<file path="config.mk">
export PLATFORM = sky130hd
export DESIGN_NAME = pwr_seq_ctrl
export DESIGN_NICKNAME = d
export VERILOG_FILES = /design/src/rtl/pwr_seq_pkg.sv /design/src/rtl/pwr_sync.sv /design/src/rtl/pwr_wake_qual.sv /design/src/rtl/pwr_wake_timer.sv /design/src/rtl/pwr_seq_ctrl.sv
export SDC_FILE = /design/constraint.sdc
export NUM_CORES = 1
export LEC_CHECK = 0
export BUFFER_PORTS_ARGS = -buffer_cell sky130_fd_sc_hd__buf_2
export CAP_MARGIN = 20
export CORE_ASPECT_RATIO = 1.4
export CORE_UTILIZATION = 40
export CTS_BUF_LIST = sky130_fd_sc_hd__clkbuf_4 sky130_fd_sc_hd__clkbuf_8
export DETAILED_ROUTE_END_ITERATION = 8
export PLACE_DENSITY = 0.81
export SYNTH_ARGS = -nofsm -noshare
export SYNTH_HDL_FRONTEND = slang
export SYNTH_SLANG_ARGS = --single-unit
</file>
<file path="constraint.sdc">
create_clock -name clk -period 1.6 [get_ports clk]
set_clock_uncertainty 0.1 [all_clocks]
set_input_delay 0.4 -clock clk [delete_from_list [all_inputs] [get_ports clk]]
set_output_delay 0.4 -clock clk [all_outputs]
set_load 0.05 [all_outputs]
</file>
<file path="src/rtl/pwr_seq_pkg.sv">
package pwr_seq_pkg;

    typedef enum logic [1:0] {
        MODE_RUN   = 2'd0,
        MODE_SLEEP = 2'd1,
        MODE_STOP  = 2'd2,
        MODE_STBY  = 2'd3
    } pmode_e;

    typedef enum logic [2:0] {
        S_RUN, S_SLEEP, S_STOP, S_STBY, S_WAKE
    } pstate_e;

    localparam int OSC_N = 3;
    localparam logic [OSC_N-1:0] OSC_ALL = 3'b111;
    localparam logic [OSC_N-1:0] OSC_RC  = 3'b001;
    localparam logic [OSC_N-1:0] OSC_OFF = 3'b000;

    typedef struct packed {
        logic             cpu_clk;
        logic             per_clk;
        logic [OSC_N-1:0] osc;
        logic             reg_lp;
        logic             core_pwr;
    } pgate_t;

    function automatic pstate_e target_state(input logic deep, input logic pdown);
        if (!deep)      return S_SLEEP;
        else if (pdown) return S_STBY;
        else            return S_STOP;
    endfunction

    function automatic pgate_t gates_for(input pstate_e st, input logic lp);
        pgate_t g;
        case (st)
            S_SLEEP: g = '{cpu_clk:1'b0, per_clk:1'b1, osc:OSC_ALL, reg_lp:1'b0, core_pwr:1'b1};
            S_STOP:  g = '{cpu_clk:1'b0, per_clk:1'b0, osc:OSC_OFF, reg_lp:lp,   core_pwr:1'b1};
            S_STBY:  g = '{cpu_clk:1'b0, per_clk:1'b0, osc:OSC_OFF, reg_lp:1'b0, core_pwr:1'b0};
            S_WAKE:  g = '{cpu_clk:1'b0, per_clk:1'b0, osc:OSC_RC,  reg_lp:1'b0, core_pwr:1'b1};
            default: g = '{cpu_clk:1'b1, per_clk:1'b1, osc:OSC_ALL, reg_lp:1'b0, core_pwr:1'b1};
        endcase
        return g;
    endfunction

endpackage

</file>
<file path="src/rtl/pwr_sync.sv">
module pwr_sync #(
    parameter int STAGES = 2
) (
    input  logic clk,
    input  logic rst,
    input  logic d,
    input  logic en,
    output logic rise
);
    logic [STAGES:0] chain;

    always_ff @(posedge clk) begin
        if (rst) chain <= '0;
        else     chain <= {chain[STAGES-1:0], d};
    end

    assign rise = en & chain[STAGES-1] & ~chain[STAGES];
endmodule

</file>
<file path="src/rtl/pwr_wake_qual.sv">
module pwr_wake_qual (
    input  logic clk,
    input  logic rst,
    input  logic kind_evt,
    input  logic sev_on_pend,
    input  logic irq_pending,
    input  logic evt_in,
    input  logic pin_rise,
    input  logic alarm_in,
    input  logic ext_rst,
    input  logic wdt_rst,
    output logic light_wake,
    output logic stby_wake
);
    logic irq_q;
    logic alarm_q;
    logic irq_new;

    always_ff @(posedge clk) begin
        if (rst) begin
            irq_q   <= 1'b0;
            alarm_q <= 1'b0;
        end else begin
            irq_q   <= irq_pending;
            alarm_q <= alarm_in;
        end
    end

    assign irq_new    = irq_pending & ~irq_q;
    assign light_wake = kind_evt ? (evt_in | (sev_on_pend & irq_new)) : irq_pending;
    assign stby_wake  = pin_rise | (alarm_in & ~alarm_q) | ext_rst | wdt_rst;
endmodule

</file>
<file path="src/rtl/pwr_wake_timer.sv">
module pwr_wake_timer #(
    parameter int W = 8
) (
    input  logic         clk,
    input  logic         rst,
    input  logic         load,
    input  logic [W-1:0] load_val,
    output logic         done
);
    logic [W-1:0] cnt;

    always_ff @(posedge clk) begin
        if (rst)              cnt <= '0;
        else if (load)        cnt <= load_val;
        else if (cnt != '0)   cnt <= cnt - 1'b1;
    end

    assign done = (cnt == '0);
endmodule

</file>
<file path="src/rtl/pwr_seq_ctrl.sv">
module pwr_seq_ctrl
    import pwr_seq_pkg::*;
#(
    parameter int DLY_W     = 8,
    parameter int SYNC_STGS = 2
) (
    input  logic             clk,
    input  logic             rst,
    input  logic             sleep_req,
    input  logic             req_kind,
    input  logic             deep_sel,
    input  logic             pdown_sel,
    input  logic             lpreg_sel,
    input  logic             sev_on_pend,
    input  logic             sleep_on_exit,
    input  logic             handler_ret,
    input  logic             irq_pending,
    input  logic             evt_in,
    input  logic             wkpin_async,
    input  logic             wkpin_en,
    input  logic             alarm_in,
    input  logic             ext_rst,
    input  logic             wdt_rst,
    input  logic [DLY_W-1:0] dly_main,
    input  logic [DLY_W-1:0] dly_lp,
    output logic             cpu_clk_en,
    output logic             periph_clk_en,
    output logic [OSC_N-1:0] osc_en,
    output logic             reg_lp,
    output logic             core_pwr_en,
    output logic             restart,
    output logic             force_hsi,
    output logic [1:0]       mode_o
);
    pstate_e    state_q, state_d;
    logic       kind_q, lp_q, from_stby_q;
    logic       pin_rise, light_wake, stby_wake;
    logic       tmr_load, tmr_done;
    logic [DLY_W-1:0] tmr_val;
    pgate_t     gates;

    pwr_sync #(.STAGES(SYNC_STGS)) u_pin (
        .clk(clk), .rst(rst), .d(wkpin_async), .en(wkpin_en), .rise(pin_rise)
    );

    pwr_wake_qual u_qual (
        .clk(clk), .rst(rst), .kind_evt(kind_q), .sev_on_pend(sev_on_pend),
        .irq_pending(irq_pending), .evt_in(evt_in), .pin_rise(pin_rise),
        .alarm_in(alarm_in), .ext_rst(ext_rst), .wdt_rst(wdt_rst),
        .light_wake(light_wake), .stby_wake(stby_wake)
    );

    pwr_wake_timer #(.W(DLY_W)) u_tmr (
        .clk(clk), .rst(rst), .load(tmr_load), .load_val(tmr_val), .done(tmr_done)
    );

    always_comb begin
        state_d  = state_q;
        tmr_load = 1'b0;
        tmr_val  = dly_main;
        case (state_q)
            S_RUN: begin
                if (sleep_req)                       state_d = target_state(deep_sel, pdown_sel);
                else if (sleep_on_exit && handler_ret) state_d = S_SLEEP;
            end
            S_SLEEP: if (light_wake) state_d = S_RUN;
            S_STOP: begin
                if (light_wake) begin
                    state_d  = S_WAKE;
                    tmr_load = 1'b1;
                    tmr_val  = lp_q ? dly_lp : dly_main;
                end
            end
            S_STBY: begin
                if (stby_wake) begin
                    state_d  = S_WAKE;
                    tmr_load = 1'b1;
                    tmr_val  = dly_lp;
                end
            end
            S_WAKE:  if (tmr_done) state_d = S_RUN;
            default: state_d = S_RUN;
        endcase
    end

    always_ff @(posedge clk) begin
        if (rst) begin
            state_q     <= S_RUN;
            kind_q      <= 1'b0;
            lp_q        <= 1'b0;
            from_stby_q <= 1'b0;
            restart     <= 1'b0;
            force_hsi   <= 1'b0;
        end else begin
            state_q   <= state_d;
            restart   <= (state_q == S_WAKE) && tmr_done &&  from_stby_q;
            force_hsi <= (state_q == S_WAKE) && tmr_done && !from_stby_q;
            if (state_q == S_RUN) begin
                if (sleep_req) begin
                    kind_q <= req_kind;
                    lp_q   <= lpreg_sel;
                end else if (sleep_on_exit && handler_ret) begin
                    kind_q <= 1'b0;
                end
            end
            if (state_q == S_STBY)      from_stby_q <= 1'b1;
            else if (state_q == S_STOP) from_stby_q <= 1'b0;
        end
    end

    assign gates         = gates_for(state_q, lp_q);
    assign cpu_clk_en    = gates.cpu_clk;
    assign periph_clk_en = gates.per_clk;
    assign osc_en        = gates.osc;
    assign reg_lp        = gates.reg_lp;
    assign core_pwr_en   = gates.core_pwr;

    always_comb begin
        case (state_q)
            S_SLEEP: mode_o = MODE_SLEEP;
            S_STOP:  mode_o = MODE_STOP;
            S_STBY:  mode_o = MODE_STBY;
            S_WAKE:  mode_o = from_stby_q ? MODE_STBY : MODE_STOP;
            default: mode_o = MODE_RUN;
        endcase
    end
endmodule

</file>
==> results.json <==
{
  "outcome": "finished, violations left",
  "violations": "negative setup slack",
  "cts_max_level": 1,
  "grt_usage_pct": 23.5,
  "diodes": 0,
  "synthCells": 138,
  "maxCapViolCount": 0,
  "path_class": "flop to primary output",
  "coreArea_sq_um": 2880,
  "clk_pin_slew_ns": 0.08,
  "design_power_total_uw": 2360,
  "reg2regPathDepth": 7,
  "final_cell_count_no_fill": 254,
  "slowest_stage": "dfxtp_4",
  "syn_area_sq_um": 1210,
  "whs_ns": 0.252,
  "cp-start-kind": "flop",
  "die_width_um": 48.5,
  "yosysWarnings": 0,
  "hold-path-cell-count": 2,
  "worstPathArrival_ns": 1.28,
  "hold_class": "input pin to flop",
  "fin_tns_setup_ns": -1.26,
  "layout_min_cycle_time_ns": 1.78,
  "dp_cells": 236,
  "grt_overflow": 0,
  "gp_congestion": 0.854,
  "wl_mm": 4.07,
  "synth_nets": 173,
  "drt-met1-wl_mm": 1.59,
  "dr_total_vias": 1408,
  "critical_path_depth": 5,
  "drc": 0,
  "worst-path-buf-inv": 2,
  "cts-root-buf": "clkbuf_8",
  "tritoncts": "built",
  "fill_cells": 212,
  "holdBufCountCts": 0,
  "p_leak_uw": 0.000902,
  "slowest_delay_ns": 0.39,
  "synth_area_per_cell_sq_um": 8.76,
  "seq_area_frac_synth_pct": 34.8,
  "min_period_over_period_pct": 111,
  "relSlewSlack_pct": 75.1,
  "peakVddDrop_uv": 796,
  "first_global_vias": 1332,
  "dr_wl_met2_mm": 2.26,
  "cts_buffer_depth": 2,
  "rsz0062_at_grt": "yes",
  "top_level_ports": 44,
  "dr.pass1.iters": 4,
  "initial_core_util_pct": 42.0,
  "crit_family": "flip-flops",
  "layout-drive-gt1-share_pct": 53.9,
  "area_growth_pct": 68.5,
  "die_h_um": 67.0,
  "dieArea_sq_um": 3250,
  "critPathMaxFanout": 5,
  "port_buffers": 43,
  "critPathRequiredTime_ns": 1.10,
  "wl_per_cell_um": 16.0,
  "numCtsBuffers": 3,
  "setup_viol": 12,
  "drtIter0Drc": 65,
  "cp-end-kind": "primary output",
  "max_freq_ghz": 0.561,
  "regArea_sq_um": 438,
  "hold_viol_final": 0,
  "multi_input_area_sq_um": 908,
  "hpwlAfterDp_mm": 2.46,
  "drv_slew": 0,
  "synthFlopType": "dfxtp_1",
  "maxUsedRoutingLayer": "met4",
  "ant_nets": 0,
  "power_density_nw_per_um2": 1160,
  "grt_pass1_wl_mm": 5.92,
  "vias_per_cell": 5.54,
  "antenna_found_initial": 0,
  "most-common-layout-cells": "buf_2 (35), buf_4 (32), dfxtp_1 (15)",
  "nNetsFinal": 253,
  "timing.final.ws_setup_ns": -0.184,
  "synth_edf_count": 0,
  "num_rows": 23,
  "cts_num_sinks": 21,
  "synth_cell_types": 47,
  "layout_commonest_cell": "buf_2",
  "worst_pin_slew_ns": 0.367,
  "path_cells": "nor2_4 > nand2_4 > nand2_8 > clkinvlp_4 > buf_6",
  "grt_max_degree": 15,
  "async_reset_ff_share_pct": 0,
  "worstSkewPairLatency_ns": 0.27,
  "met3_length_um": 188,
  "dp_slack_ns": -0.106,
  "ys_seq_elements": 21
}
## cells in the mapped netlist (4+ instances only)
library cell / n / area, sq um
nand2_1: 13 / 48.8
inv_1: 5 / 18.8
xor2_1: 4 / 35.0
nor2b_1: 7 / 43.8
a31oi_1: 9 / 56.3
nor3_1: 6 / 30.0
o21ai_1: 4 / 20.0
o21ai_0: 8 / 40.0
nor2_1: 4 / 15.0
dfxtp_1: 21 / 420
a21oi_1: 4 / 20.0
nand3_1: 6 / 30.0
## sequential cells by signal (all words and copies together) (netlist names)
| name | cells |
|---|---|
| u_tmr.cnt | 8 |
| u_qual.irq_q | 1 |
| u_pin.chain | 3 |
| u_qual.alarm_q | 1 |
| kind_q | 1 |
| force_hsi | 1 |
| state_q | 3 |
| from_stby_q | 1 |
| lp_q | 1 |
| restart | 1 |
## worst register-to-register path: stages (launching register included)
cell,delay [ns]
dfxtp_2,0.33
buf_4,0.15
nor3_4,0.20
nand4b_1,0.15
buf_6,0.16
o31ai_4,0.17
buf_4,0.19
a31oi_1,0.06
## metal layers
| layer | vias up | GRT usage, % |
|---|---|---|
| li1 | 673 | - |
| met1 | 679 | 26.8 |
| met2 | 51 | 44.9 |
| met3 | 5 | 2.51 |
| met4 | 0 | 8.82 |
| met5 | - | 0 |
## logic make-up after synthesis
logic type	count (synthesis)	share of synthesized area (%)
buffers and inverters	10	3.93
and+or+nand+nor	55	27.1
DFF	21	34.8
xor gates and xnor gates	4	2.90
adders and majority gates	2	2.07
muxes	3	2.59
AOI/OAI and AO/OA	43	26.6
## stage by stage
step,utilization [%],area (sq um)
2_1_floorplan,-,1270
3_3_place_gp,57.4,1650
3_5_place_dp,57.4,1650
4_1_cts,65.0,1870
5_1_grt,70.8,2040
6_report,70.8,2040
## layout make-up
| type | count | share of cell area [%] |
|---|---|---|
| tap | 37 | 2.27 |
| timing repair buffer | 80 | 28.1 |
| sequential | 21 | 21.5 |
| clock buffer | 4 | 2.40 |
| inverter | 5 | 1.11 |
| multi-input combinational | 107 | 44.6 |
## where the power goes
part	internal [uW]	switching [uW]	total (uW)	leakage (uW)
Clock	195	182	377	0.0000262
Combinational	639	644	1280	0.000700
Sequential	612	87.8	700	0.000176
## final timing paths
check / startpoint / end / slack [ns]
worst max-delay path: state_q[0] / periph_clk_en / -0.18
worst max register to register: u_tmr.cnt[5] / u_tmr.cnt[6] / -0.02
worst min-delay path: wkpin_async / u_pin.chain[0] / 0.25
worst min register to register: u_pin.chain[0] / u_pin.chain[1] / 0.35
## timing repair
action | in CTS | in global routing
resized for setup | 32 | 24
setup endpoints to repair | 17 | 17
buffers inserted | 7 | 7
pin swaps | 6 | 5
(Power assumes the default switching activity.)
